==> config.mk <==
export PLATFORM = sky130hd
export DESIGN_NAME = wdg_top
export DESIGN_NICKNAME = d
export VERILOG_FILES = /design/src/rtl/wdg_pkg.sv /design/src/rtl/wdg_rst_sync.sv /design/src/rtl/wdg_regs.sv /design/src/rtl/wdg_counter.sv /design/src/rtl/wdg_seq.sv /design/src/rtl/wdg_top.sv
export SDC_FILE = /design/constraint.sdc
export NUM_CORES = 1
export LEC_CHECK = 0
export ABC_CLOCK_PERIOD_IN_PS = 3000
export CAP_MARGIN = 15
export CORE_MARGIN = 5
export CORE_UTILIZATION = 40
export CTS_CLUSTER_DIAMETER = 100
export DETAILED_ROUTE_END_ITERATION = 6
export GPL_TIMING_DRIVEN = 0
export PLACE_DENSITY_LB_ADDON = 0.08
export SETUP_SLACK_MARGIN = 0.15
export SLEW_MARGIN = 40
export SYNTH_ARGS = -nofsm -noshare
export SYNTH_HDL_FRONTEND = slang
export SYNTH_SLANG_ARGS = --single-unit
==> constraint.sdc <==
create_clock -name clk -period 3 [get_ports clk]
set_clock_uncertainty 0.05 [all_clocks]
set_input_delay 0.3 -clock clk [delete_from_list [all_inputs] [get_ports clk]]
set_output_delay 0.3 -clock clk [all_outputs]
set_load 0.005 [all_outputs]
==> src/rtl/wdg_pkg.sv <==
package wdg_pkg;
  localparam int unsigned OFS_RELOAD = 'h000;
  localparam int unsigned OFS_COUNT  = 'h004;
  localparam int unsigned OFS_CTRL   = 'h008;
  localparam int unsigned OFS_ICLR   = 'h00C;
  localparam int unsigned OFS_RAW    = 'h010;
  localparam int unsigned OFS_MASKED = 'h014;
  localparam int unsigned OFS_TEST   = 'h418;
  localparam int unsigned OFS_LOCK   = 'hC00;

  localparam int unsigned CTRL_INTEN_BIT = 0;
  localparam int unsigned CTRL_RESEN_BIT = 1;
  localparam int unsigned TEST_STALL_BIT = 8;

  typedef struct packed {
    logic stall;
    logic resen;
    logic inten;
  } wdg_cfg_t;
endpackage

==> src/rtl/wdg_rst_sync.sv <==
module wdg_rst_sync #(
  parameter int unsigned STAGES = 2
) (
  input  logic clk,
  input  logic rst_n,
  output logic rst_n_sync
);
  logic [STAGES-1:0] chain_q;

  always_ff @(posedge clk or negedge rst_n) begin
    if (!rst_n) chain_q <= '0;
    else        chain_q <= {chain_q[STAGES-2:0], 1'b1};
  end

  assign rst_n_sync = chain_q[STAGES-1];
endmodule

==> src/rtl/wdg_regs.sv <==
module wdg_regs
  import wdg_pkg::*;
#(
  parameter int unsigned     DW  = 32,
  parameter int unsigned     AW  = 12,
  parameter logic [DW-1:0]   KEY = 32'h1ACCE551
) (
  input  logic          clk,
  input  logic          rst_n,
  input  logic          wr_en,
  input  logic [AW-1:0] addr,
  input  logic [DW-1:0] wdata,
  output logic [DW-1:0] reload_q,
  output wdg_cfg_t      cfg_q,
  output logic          locked_q,
  output logic          reload_take,
  output logic          clr_take,
  output logic          preload
);
  logic          open_wr;
  logic          take_ctrl, take_test, hit_lock;
  logic [DW-1:0] reload_d;
  wdg_cfg_t      cfg_d;
  logic          locked_d;
  logic          reload_en, cfg_en, lock_en;

  assign open_wr     = wr_en && !locked_q;
  assign reload_take = open_wr && (addr == AW'(OFS_RELOAD));
  assign take_ctrl   = open_wr && (addr == AW'(OFS_CTRL));
  assign clr_take    = open_wr && (addr == AW'(OFS_ICLR));
  assign take_test   = open_wr && (addr == AW'(OFS_TEST));
  assign hit_lock    = wr_en && (addr == AW'(OFS_LOCK));
  assign preload     = take_ctrl && wdata[CTRL_INTEN_BIT] && !cfg_q.inten;

  always_comb begin
    reload_d  = reload_q;
    reload_en = 1'b0;
    if (reload_take) begin
      reload_d  = wdata;
      reload_en = 1'b1;
    end
  end

  always_comb begin
    cfg_d  = cfg_q;
    cfg_en = 1'b0;
    if (take_ctrl) begin
      cfg_d.inten = cfg_q.inten | wdata[CTRL_INTEN_BIT];
      cfg_d.resen = wdata[CTRL_RESEN_BIT];
      cfg_en      = 1'b1;
    end
    if (take_test) begin
      cfg_d.stall = wdata[TEST_STALL_BIT];
      cfg_en      = 1'b1;
    end
  end

  always_comb begin
    locked_d = locked_q;
    lock_en  = 1'b0;
    if (hit_lock) begin
      locked_d = (wdata != KEY);
      lock_en  = 1'b1;
    end
  end

  always_ff @(posedge clk or negedge rst_n) begin
    if (!rst_n)         reload_q <= '1;
    else if (reload_en) reload_q <= reload_d;
  end

  always_ff @(posedge clk or negedge rst_n) begin
    if (!rst_n)      cfg_q <= '0;
    else if (cfg_en) cfg_q <= cfg_d;
  end

  always_ff @(posedge clk or negedge rst_n) begin
    if (!rst_n)       locked_q <= 1'b0;
    else if (lock_en) locked_q <= locked_d;
  end

  a_r3_inten_sticky: assert property (@(posedge clk) disable iff (!rst_n)
    cfg_q.inten |=> cfg_q.inten);

  a_r9_locked_reload: assert property (@(posedge clk) disable iff (!rst_n)
    (locked_q && wr_en && addr == AW'(OFS_RELOAD)) |=> $stable(reload_q));

  a_r9_locked_cfg: assert property (@(posedge clk) disable iff (!rst_n)
    (locked_q && wr_en && addr != AW'(OFS_LOCK)) |=> $stable(cfg_q));
endmodule

==> src/rtl/wdg_counter.sv <==
module wdg_counter #(
  parameter int unsigned DW = 32
) (
  input  logic          clk,
  input  logic          rst_n,
  input  logic          running,
  input  logic          freeze,
  input  logic          preload,
  input  logic          reload_take,
  input  logic [DW-1:0] new_value,
  input  logic [DW-1:0] reload_q,
  output logic [DW-1:0] cnt_q,
  output logic          expire
);
  logic [DW-1:0] cnt_d;
  logic          cnt_en;
  logic          stepping;

  assign stepping = running && !freeze && !reload_take;
  assign expire   = stepping && (cnt_q == '0);

  always_comb begin
    cnt_d  = cnt_q;
    cnt_en = 1'b0;
    if (preload) begin
      cnt_d  = reload_q;
      cnt_en = 1'b1;
    end else if (running && reload_take) begin
      cnt_d  = new_value;
      cnt_en = 1'b1;
    end else if (stepping) begin
      cnt_d  = (cnt_q == '0) ? reload_q : cnt_q - DW'(1);
      cnt_en = 1'b1;
    end
  end

  always_ff @(posedge clk or negedge rst_n) begin
    if (!rst_n)      cnt_q <= '1;
    else if (cnt_en) cnt_q <= cnt_d;
  end

  a_r3_step_down: assert property (@(posedge clk) disable iff (!rst_n)
    (running && !freeze && !reload_take && cnt_q != '0) |=> cnt_q == $past(cnt_q) - DW'(1));

  a_r10_hold: assert property (@(posedge clk) disable iff (!rst_n)
    (freeze && !reload_take && !preload) |=> $stable(cnt_q));

  a_r8_idle_keep: assert property (@(posedge clk) disable iff (!rst_n)
    (!running && !preload) |=> $stable(cnt_q));
endmodule

==> src/rtl/wdg_seq.sv <==
module wdg_seq (
  input  logic clk,
  input  logic rst_n,
  input  logic expire,
  input  logic clr_take,
  input  logic resen,
  output logic ris_q,
  output logic rst_req_q
);
  logic ris_d, ris_en;
  logic rst_d, rst_en;

  always_comb begin
    ris_d  = ris_q;
    ris_en = 1'b0;
    if (expire) begin
      ris_d  = 1'b1;
      ris_en = 1'b1;
    end else if (clr_take) begin
      ris_d  = 1'b0;
      ris_en = 1'b1;
    end
  end

  always_comb begin
    rst_d  = rst_req_q;
    rst_en = 1'b0;
    if (expire && ris_q && resen) begin
      rst_d  = 1'b1;
      rst_en = 1'b1;
    end
  end

  always_ff @(posedge clk or negedge rst_n) begin
    if (!rst_n)      ris_q <= 1'b0;
    else if (ris_en) ris_q <= ris_d;
  end

  always_ff @(posedge clk or negedge rst_n) begin
    if (!rst_n)      rst_req_q <= 1'b0;
    else if (rst_en) rst_req_q <= rst_d;
  end

  a_r5_rst_sticky: assert property (@(posedge clk) disable iff (!rst_n)
    rst_req_q |=> rst_req_q);

  a_r5_rst_cause: assert property (@(posedge clk) disable iff (!rst_n)
    $rose(rst_req_q) |-> ($past(ris_q) && $past(resen)));

  a_r4_expiry_sets: assert property (@(posedge clk) disable iff (!rst_n)
    expire |=> ris_q);
endmodule

==> src/rtl/wdg_top.sv <==
module wdg_top
  import wdg_pkg::*;
#(
  parameter int unsigned   DW  = 32,
  parameter int unsigned   AW  = 12,
  parameter logic [DW-1:0] KEY = 32'h1ACCE551
) (
  input  logic          clk,
  input  logic          rst_n,
  input  logic          wr_en,
  input  logic [AW-1:0] addr,
  input  logic [DW-1:0] wdata,
  output logic [DW-1:0] rdata,
  input  logic          dbg_halt,
  output logic          irq,
  output logic          sys_rst_req,
  output logic          ris,
  output logic          mis
);
  logic          rst_n_i;
  logic [DW-1:0] reload_q, cnt_q;
  wdg_cfg_t      cfg_q;
  logic          locked_q, reload_take, clr_take, preload;
  logic          expire, ris_q, rst_req_q, mis_w;

  wdg_rst_sync #(.STAGES(2)) u_sync (
    .clk(clk), .rst_n(rst_n), .rst_n_sync(rst_n_i)
  );

  wdg_regs #(.DW(DW), .AW(AW), .KEY(KEY)) u_regs (
    .clk(clk), .rst_n(rst_n_i), .wr_en(wr_en), .addr(addr), .wdata(wdata),
    .reload_q(reload_q), .cfg_q(cfg_q), .locked_q(locked_q),
    .reload_take(reload_take), .clr_take(clr_take), .preload(preload)
  );

  wdg_counter #(.DW(DW)) u_cnt (
    .clk(clk), .rst_n(rst_n_i), .running(cfg_q.inten),
    .freeze(cfg_q.stall && dbg_halt), .preload(preload),
    .reload_take(reload_take), .new_value(wdata), .reload_q(reload_q),
    .cnt_q(cnt_q), .expire(expire)
  );

  wdg_seq u_seq (
    .clk(clk), .rst_n(rst_n_i), .expire(expire), .clr_take(clr_take),
    .resen(cfg_q.resen), .ris_q(ris_q), .rst_req_q(rst_req_q)
  );

  assign mis_w       = ris_q && cfg_q.inten;
  assign ris         = ris_q;
  assign mis         = mis_w;
  assign irq         = mis_w;
  assign sys_rst_req = rst_req_q;

  always_comb begin
    rdata = '0;
    case (addr)
      AW'(OFS_RELOAD): rdata = reload_q;
      AW'(OFS_COUNT):  rdata = cnt_q;
      AW'(OFS_CTRL): begin
        rdata[CTRL_INTEN_BIT] = cfg_q.inten;
        rdata[CTRL_RESEN_BIT] = cfg_q.resen;
      end
      AW'(OFS_RAW):    rdata[0] = ris_q;
      AW'(OFS_MASKED): rdata[0] = mis_w;
      AW'(OFS_TEST):   rdata[TEST_STALL_BIT] = cfg_q.stall;
      AW'(OFS_LOCK):   rdata[0] = locked_q;
      default:         rdata = '0;
    endcase
  end

  a_r11_irq_needs_raw: assert property (@(posedge clk) disable iff (!rst_n_i)
    irq |-> (ris && cfg_q.inten));
endmodule

==> results of run 1 <==
[critical path, cell delays in order]
cell and delay (ns):
dlygate4sd2_1 0.28, or4_1 0.53, clkbuf_4 0.20, nor2_4 0.17, clkbuf_8 0.23, a22o_1 0.19, clkdlybuf4s50_1 0.51
[power groups by stage]
stage,Combinational (mW),Clock (mW),Sequential (mW)
2_1_floorplan,0.630,0,1.12
3_3_place_gp,0.851,0,1.15
3_5_place_dp,0.878,0,1.14
4_1_cts,0.886,1.06,1.13
5_1_grt,1.01,1.09,1.14
6_report,0.922,1.04,1.13
[what timing repair did]
| action | 4_1_cts | 5_1_grt |
|---|---|---|
| setup endpoints to repair | 55 | 57 |
| buffers inserted | 4 | 5 |
| resized for setup | 37 | 22 |
| pin swaps | 6 | 5 |
| cloned | 1 | 1 |
| hold endpoints to repair | 0 | 0 |
[synthesized netlist by cell type, drive strengths merged, types with 5 or more instances]
cell / count
dfstp: 64
a22o: 29
a211oi: 5
nor3: 21
dfrtp: 8
xor2: 9
nand3: 15
o21ai: 20
xnor2: 10
a22oi: 5
o22ai: 15
nand2: 138
nand4: 9
o211ai: 6
o221a: 6
a21oi: 21
mux2: 6
buf: 15
clkbuf: 26
nor4: 21
or3: 7
nor2: 36
or4: 9
a21o: 5
[flip-flops by register name, indices dropped and copies added, names as in the netlist]
name / cells
u_cnt.cnt_q: 32
u_regs.reload_q: 32
u_regs.cfg_q: 3
u_sync.chain_q: 2
u_regs.locked_q: 1
u_seq.ris_q: 1
u_seq.rst_req_q: 1
[layout make-up]
cell class              count  area share
plain buffers              41      0.0406
clock buffers              16      0.0433
inverters                   4     0.00231
multi-input cells         460       0.448
flip-flops and latches     72       0.290
well taps                 147      0.0283
repair buffers             93       0.147
[metrics by stage]
stage	hold slack (ns)	cells	util	setup slack [ns]
final	0.0597	833	0.541	0.227
after floorplan	-0.0456	577	-	0.525
after CTS	0.0547	827	0.530	0.145
after global placement	0.290	805	0.489	-0.812
after detailed placement	0.239	806	0.494	-0.804
after global routing	0.0583	833	0.541	0.169
[cells in the final DEF, fill, tap and decap left out, types with 5 or more instances in the layout]
master,netlist,layout
nand2_1,136,135
clkdlybuf4s50_1,0,71
dfstp_2,64,64
nor2_1,35,34
a22o_1,29,29
a21oi_1,20,20
nor3_1,21,18
clkbuf_1,25,15
o21ai_0,15,15
o22ai_1,15,15
nand3_1,13,13
nor4_1,16,12
buf_2,12,11
clkbuf_16,0,11
buf_4,1,10
xnor2_1,10,10
nand4_1,9,9
xor2_1,9,9
clkbuf_2,1,8
or4_1,8,8
dlygate4sd2_1,0,7
dfrtp_1,8,7
nor4_4,1,6
or3_1,6,6
mux2_2,6,6
o221a_2,6,6
o211ai_1,6,6
clkbuf_8,0,5
a22oi_1,5,5
a211oi_1,5,5
a21o_1,5,5
[cells by family (layout without fill, tap and decap cells)]
logic type,Yosys count,count (layout),synth area share
buf+inv,45,154,0.0418
other cells,1,1,0.000768
fa+ha+maj,2,2,0.00513
compound gates,141,141,0.212
simple gates,287,287,0.298
flops,72,72,0.386
xor+xnor,19,19,0.0341
mux,10,10,0.0220
[per-layer routing]
layer | share of wire | wire (µm) | track usage
met1 | 0.44 | 8020 | 0.349
met2 | 0.46 | 8420 | 0.399
met3 | 0.084 | 1540 | 0.0645
met4 | 0.020 | 368 | 0.0673
met5 | 0 | 0 | 0
[worst max path at each step]
stage                         startpoint              to  depth (start not counted)
after floorplan           u_cnt.cnt_q[0]  u_cnt.cnt_q[7]                         10
after global placement          addr[11]       rdata[31]                          7
after detailed placement        addr[11]       rdata[31]                          7
after CTS                        addr[7]        rdata[1]                          8
after global routing             addr[1]       rdata[27]                          7
final                            addr[1]       rdata[27]                          7
==> flow_results.xml, run 1 <==
<?xml version="1.0" encoding="UTF-8"?>
<metrics>
  <group name="worst_setup_path">
    <metric name="r2r_end" unit="">u_cnt.cnt_q[3]</metric>
    <metric name="worstRegToRegCells" unit="">10</metric>
    <metric name="worstSetupEndpointType" unit="">output pin</metric>
    <metric name="worstPathRequired" unit="ns">2.65</metric>
    <metric name="timing.rr.start" unit="">u_cnt.cnt_q[0]</metric>
    <metric name="r2r_slack" unit="ns">0.23</metric>
    <metric name="timing.critical_path.arrival" unit="ns">2.42</metric>
    <metric name="worst-setup-path-type" unit="">in2out</metric>
    <metric name="crit_path_max_fanout" unit="">10</metric>
    <metric name="startpoint_type" unit="">primary input</metric>
  </group>
  <group name="timing">
    <metric name="timing.final.crit_period" unit="ns">2.77</metric>
    <metric name="timing.final.max_slew_violations" unit="">0</metric>
    <metric name="max_slew.worst_pin.slew" unit="ns">0.735</metric>
    <metric name="slew-limit-headroom" unit="">0.507</metric>
    <metric name="rsz0062_at_grt" unit="">no</metric>
    <metric name="hold_viol_final" unit="">0</metric>
    <metric name="fmax" unit="MHz">361</metric>
    <metric name="fin_setup_tns" unit="ns">0</metric>
    <metric name="finalSetupViolCount" unit="">0</metric>
    <metric name="period_share" unit="">0.924</metric>
  </group>
  <group name="global_routing">
    <metric name="grt_pass1_vias" unit="">4939</metric>
    <metric name="gr-usage-all-layers" unit="">0.254</metric>
    <metric name="gr-total-overflow" unit="">0</metric>
    <metric name="grt_start_max_net_pins" unit="">42</metric>
    <metric name="grt_first_pass_wirelength" unit="µm">28400</metric>
    <metric name="antenna_violations_before_repair" unit="">0</metric>
  </group>
  <group name="cells_and_area">
    <metric name="num-fill-cells" unit="">1142</metric>
    <metric name="post_route_cells_drive_above_1_share" unit="">0.233</metric>
    <metric name="antenna_cells" unit="">0</metric>
    <metric name="finalNetCount" unit="">731</metric>
    <metric name="regArea" unit="µm²">1890</metric>
    <metric name="multi_input_comb_area" unit="µm²">2910</metric>
    <metric name="area_growth_syn_to_layout" unit="%">33.1</metric>
    <metric name="finish.instance_area" unit="µm²">6500</metric>
  </group>
  <group name="synth">
    <metric name="synth_top_flop_cell" unit="">dfstp_2</metric>
    <metric name="syn_inst" unit="">577</metric>
    <metric name="yosysTopAreaCellShare" unit="">0.345</metric>
    <metric name="async_flop_share" unit="">1.00</metric>
    <metric name="ys_top_cells_by_area" unit="">dfstp_2 (34%), nand2_1 (10%), a22o_1 (5.2%)</metric>
    <metric name="synth_cell_types" unit="">72</metric>
    <metric name="yosysWarnings" unit="">0</metric>
    <metric name="syn-cell-area" unit="µm²">4880</metric>
    <metric name="synth_nets" unit="">627</metric>
    <metric name="ys_seq_area_frac" unit="">0.386</metric>
    <metric name="postSynthAreaPerCell" unit="µm²">8.46</metric>
    <metric name="synth_enable_flop_cells" unit="">0</metric>
    <metric name="synth_seq_cells" unit="">72</metric>
    <metric name="yosys.area.top_type" unit="">dfstp_2</metric>
  </group>
  <group name="pwr">
    <metric name="power.share.combinational" unit="">0.298</metric>
    <metric name="max-vdd-ir-drop" unit="V">0.000428</metric>
    <metric name="report.power.total" unit="mW">3.09</metric>
    <metric name="switching_power_share_of_the_total" unit="">0.326</metric>
    <metric name="clock_power_share" unit="">0.337</metric>
    <metric name="power.switching" unit="mW">1.01</metric>
    <metric name="seqPwrFrac" unit="">0.366</metric>
    <metric name="power_density" unit="nW/µm²">476</metric>
    <metric name="power_report.internal_total" unit="mW">2.09</metric>
    <metric name="total_leakage_power" unit="nW">2.72</metric>
  </group>
  <group name="detailed_routing">
    <metric name="total_via_count_after_detailed_routing" unit="">5112</metric>
    <metric name="first_iter_violations" unit="">432</metric>
    <metric name="remaining_drc_errors" unit="">0</metric>
    <metric name="avgViaCountPerCell" unit="">6.14</metric>
    <metric name="drt_pass1_iterations" unit="">6</metric>
    <metric name="wl_cell" unit="µm">22.0</metric>
    <metric name="antenna_violation_net_count_after_detailed_routing" unit="">0</metric>
    <metric name="finalWirelength" unit="µm">18300</metric>
  </group>
  <group name="floorplan">
    <metric name="initial_utilization" unit="">0.406</metric>
    <metric name="fp.dieH" unit="µm">120</metric>
    <metric name="dieArea" unit="µm²">14500</metric>
    <metric name="die_w" unit="µm">120</metric>
    <metric name="core-area" unit="µm²">12000</metric>
    <metric name="io-pin-count" unit="">84</metric>
    <metric name="row_count" unit="">40</metric>
  </group>
  <group name="place">
    <metric name="hpwl" unit="µm">13100</metric>
    <metric name="gp_congestion" unit="">0.931</metric>
    <metric name="port_buffers" unit="">81</metric>
    <metric name="placed_instance_area" unit="µm²">5930</metric>
  </group>
  <group name="status">
    <metric name="run_status" unit="">completed</metric>
  </group>
  <group name="cts">
    <metric name="cts_made_buffers" unit="">9</metric>
    <metric name="cts_tree" unit="">yes</metric>
    <metric name="max-clock-path-buffers" unit="">2</metric>
    <metric name="cts-root-buf" unit="">clkbuf_16</metric>
    <metric name="cts_hold_buffers_added" unit="">0</metric>
    <metric name="clk_transition_reported_paths" unit="ns">0.05</metric>
    <metric name="clock_sink_count" unit="">72</metric>
    <metric name="htree_num_levels" unit="">3</metric>
    <metric name="clk-insertion-delay-late" unit="ns">0.35</metric>
  </group>
  <group name="min_path">
    <metric name="worst_min_delay_path_class" unit="">in2async</metric>
  </group>
  <group name="job">
    <metric name="drv_cap" unit="">0</metric>
  </group>
</metrics>
No activity file was read; power rests on OpenSTA's default activity.
==> inputs of run 2 (changes only) <==
Settings changed: ABC_CLOCK_PERIOD_IN_PS 3000 to 2400, DONT_BUFFER_PORTS from default to 1.
Clock period 3 ns to 2.4 ns, I/O delays scaled along.
==> run 2 against run 1 <==
Effect of this change:
- the flow now finishes with violations (setup timing)
- combinational power up 69%
- non-clock buffer count fell by 24
- critical path depth is 3 higher
- worst setup slack got worse by 0.34 ns
- design area is 1.9% higher
- core utilization is 1.0 points higher
- clock-buffer cell count is 3 lower
- register-to-register slack worse by 0.34 ns
- flip-flop and latch count unchanged
- cell count shrank 2.9%
- power rose by 42%
- clock power grew 35%
- critical path type is now reg2reg
- highest routed layer unchanged
==> flow_results.xml, run 2 (synthesis gave the netlist of run 1 again) <==
<?xml version="1.0" encoding="UTF-8"?>
<metrics>
  <group name="status">
    <metric name="run_status" unit="">finished with violations</metric>
    <metric name="violations" unit="">setup timing</metric>
  </group>
  <group name="worst_setup_path">
    <metric name="critical_path.startpoint" unit="">u_cnt.cnt_q[0]</metric>
    <metric name="worstSetupEndpointType" unit="">register</metric>
    <metric name="crit_path_max_fanout" unit="">6</metric>
    <metric name="critical_path_destination" unit="">u_cnt.cnt_q[12]</metric>
    <metric name="timing.critical_path.arrival" unit="ns">2.74</metric>
    <metric name="r2r_slack" unit="ns">-0.11</metric>
    <metric name="r2r_end" unit="">u_cnt.cnt_q[12]</metric>
    <metric name="startpoint_type" unit="">register</metric>
    <metric name="worstPathRequired" unit="ns">2.63</metric>
    <metric name="timing.rr.start" unit="">u_cnt.cnt_q[0]</metric>
    <metric name="worst-setup-path-type" unit="">reg2reg</metric>
    <metric name="worstRegToRegCells" unit="">10</metric>
  </group>
  <group name="cts">
    <metric name="clk-insertion-delay-late" unit="ns">0.35</metric>
    <metric name="clk_transition_reported_paths" unit="ns">0.06</metric>
    <metric name="clock_sink_count" unit="">72</metric>
    <metric name="cts-root-buf" unit="">clkbuf_16</metric>
    <metric name="max-clock-path-buffers" unit="">2</metric>
    <metric name="htree_num_levels" unit="">3</metric>
    <metric name="cts_made_buffers" unit="">9</metric>
    <metric name="cts_tree" unit="">yes</metric>
  </group>
  <group name="pwr">
    <metric name="max-vdd-ir-drop" unit="V">0.000348</metric>
    <metric name="power_report.internal_total" unit="mW">2.93</metric>
    <metric name="report.power.total" unit="mW">4.39</metric>
    <metric name="power.switching" unit="mW">1.46</metric>
    <metric name="switching_power_share_of_the_total" unit="">0.333</metric>
    <metric name="power_density" unit="nW/µm²">663</metric>
    <metric name="power.share.combinational" unit="">0.355</metric>
    <metric name="seqPwrFrac" unit="">0.325</metric>
    <metric name="total_leakage_power" unit="nW">2.80</metric>
    <metric name="clock_power_share" unit="">0.320</metric>
  </group>
  <group name="detailed_routing">
    <metric name="met3_wirelength" unit="µm">1730</metric>
    <metric name="antenna_violation_net_count_after_detailed_routing" unit="">0</metric>
    <metric name="first_iter_violations" unit="">389</metric>
    <metric name="remaining_drc_errors" unit="">0</metric>
    <metric name="routedLengthMet1" unit="µm">8690</metric>
    <metric name="avgViaCountPerCell" unit="">6.35</metric>
    <metric name="highest_layer" unit="">met4</metric>
    <metric name="wl_cell" unit="µm">24.8</metric>
    <metric name="finalWirelength" unit="µm">20000</metric>
    <metric name="wl_met2" unit="µm">9020</metric>
    <metric name="drt_pass1_iterations" unit="">5</metric>
    <metric name="total_via_count_after_detailed_routing" unit="">5135</metric>
  </group>
  <group name="place">
    <metric name="placed_cells" unit="">726</metric>
    <metric name="placed_instance_area" unit="µm²">5140</metric>
    <metric name="hpwl" unit="µm">13500</metric>
    <metric name="place_ws" unit="ns">-0.752</metric>
    <metric name="port_buffers" unit="">0</metric>
    <metric name="gp_congestion" unit="">0.894</metric>
  </group>
  <group name="cells_and_area">
    <metric name="instances_no_fill" unit="">809</metric>
    <metric name="layout_common_cells" unit="">nand2_1 (132), dfstp_2 (64), dlygate4sd3_1 (32), nor2_1 (30), a22o_1 (29)</metric>
    <metric name="finalNetCount" unit="">707</metric>
    <metric name="antenna_cells" unit="">0</metric>
    <metric name="largest_registers" unit="">u_cnt.cnt_q x32, u_regs.reload_q x32, u_regs.cfg_q x3</metric>
    <metric name="layout_utilization" unit="">0.551</metric>
    <metric name="area_growth_syn_to_layout" unit="%">35.7</metric>
    <metric name="finish.instance_area" unit="µm²">6620</metric>
    <metric name="post_route_cells_drive_above_1_share" unit="">0.361</metric>
    <metric name="num-fill-cells" unit="">1084</metric>
    <metric name="most_common_cell_after_layout_fill_and_taps_aside" unit="">nand2_1</metric>
  </group>
  <group name="floorplan">
    <metric name="row_count" unit="">40</metric>
    <metric name="dieArea" unit="µm²">14500</metric>
    <metric name="core-area" unit="µm²">12000</metric>
    <metric name="initial_utilization" unit="">0.406</metric>
    <metric name="die_w" unit="µm">120</metric>
    <metric name="fp.dieH" unit="µm">120</metric>
    <metric name="io-pin-count" unit="">84</metric>
  </group>
  <group name="timing">
    <metric name="rsz0062_at_grt" unit="">yes</metric>
    <metric name="timing.final.crit_period" unit="ns">2.51</metric>
    <metric name="max_slew.worst_pin.slew" unit="ns">0.697</metric>
    <metric name="timing.final.max_slew_violations" unit="">0</metric>
    <metric name="slew-limit-headroom" unit="">0.535</metric>
    <metric name="period_share" unit="">1.05</metric>
    <metric name="final.setup.worst_slack" unit="ns">-0.115</metric>
    <metric name="finalSetupViolCount" unit="">21</metric>
    <metric name="hold_viol_final" unit="">0</metric>
    <metric name="fin_setup_tns" unit="ns">-1.14</metric>
    <metric name="hold_slack" unit="ns">0.0154</metric>
    <metric name="fmax" unit="MHz">398</metric>
  </group>
  <group name="global_routing">
    <metric name="gr-usage-all-layers" unit="">0.276</metric>
    <metric name="antenna_violations_before_repair" unit="">0</metric>
    <metric name="grt_start_max_net_pins" unit="">38</metric>
    <metric name="grt_pass1_vias" unit="">5054</metric>
    <metric name="grt_first_pass_wirelength" unit="µm">30100</metric>
    <metric name="gr-total-overflow" unit="">0</metric>
  </group>
  <group name="min_path">
    <metric name="worst_min_delay_path_class" unit="">in2reg</metric>
  </group>
  <group name="job">
    <metric name="drv_cap" unit="">0</metric>
  </group>
</metrics>
## run 2: layer usage
layer,track usage,vias up
met4,0.103,0
met1,0.383,2564
met2,0.419,236
met5,0,-
li1,-,2289
met3,0.0617,46
## run 2: area by class of cell
cell class | instances | area (µm²) | share of cell area
repair buffers | 71 | 727 | 0.110
well taps | 147 | 184 | 0.0278
plain buffers | 39 | 275 | 0.0416
multi-input cells | 460 | 3230 | 0.488
flip-flops and latches | 72 | 1890 | 0.285
clock buffers | 13 | 260 | 0.0393
inverters | 4 | 17.5 | 0.00265
clock inverters | 3 | 40.0 | 0.00605
## run 2: power by group through the flow
| stage | clock [mW] | combinational, mW | sequential [mW] |
|---|---|---|---|
| 2_1_floorplan | 0 | 0.808 | 1.40 |
| 3_3_place_gp | 0 | 0.996 | 1.44 |
| 3_5_place_dp | 0 | 1.03 | 1.43 |
| 4_1_cts | 1.42 | 1.39 | 1.42 |
| 5_1_grt | 1.48 | 1.66 | 1.44 |
| 6_report | 1.40 | 1.56 | 1.43 |
## run 2: repair_timing
| item | in CTS | in global routing |
|---|---|---|
| pin swaps | 33 | 25 |
| endpoints found under the setup margin | 66 | 42 |
| gates cloned | 3 | 0 |
| hold buffers | 32 | 0 |
| setup buffers | 31 | 3 |
| resized for setup | 85 | 45 |
| hold endpoints to repair | 36 | 0 |
## run 2: worst min path at each step
stage	from	end	cells past startpoint
global route	wdata[10]	u_cnt.cnt_q[10]	2
detailed placement	rst_n	u_sync.chain_q[0]	0
CTS	wdata[10]	u_cnt.cnt_q[10]	2
global placement	rst_n	u_sync.chain_q[1]	0
floorplan	rst_n	u_sync.chain_q[0]	0
finish	wdata[10]	u_cnt.cnt_q[10]	2
## run 2: critical path, stage by stage (launching register included)
cell,delay [ns]
dfstp_2,0.39
inv_4,0.07
ha_4,0.12
or4b_4,0.46
nand3b_4,0.17
or3_4,0.45
buf_12,0.17
buf_12,0.12
mux2_4,0.30
nor2_4,0.08
nor3_2,0.05
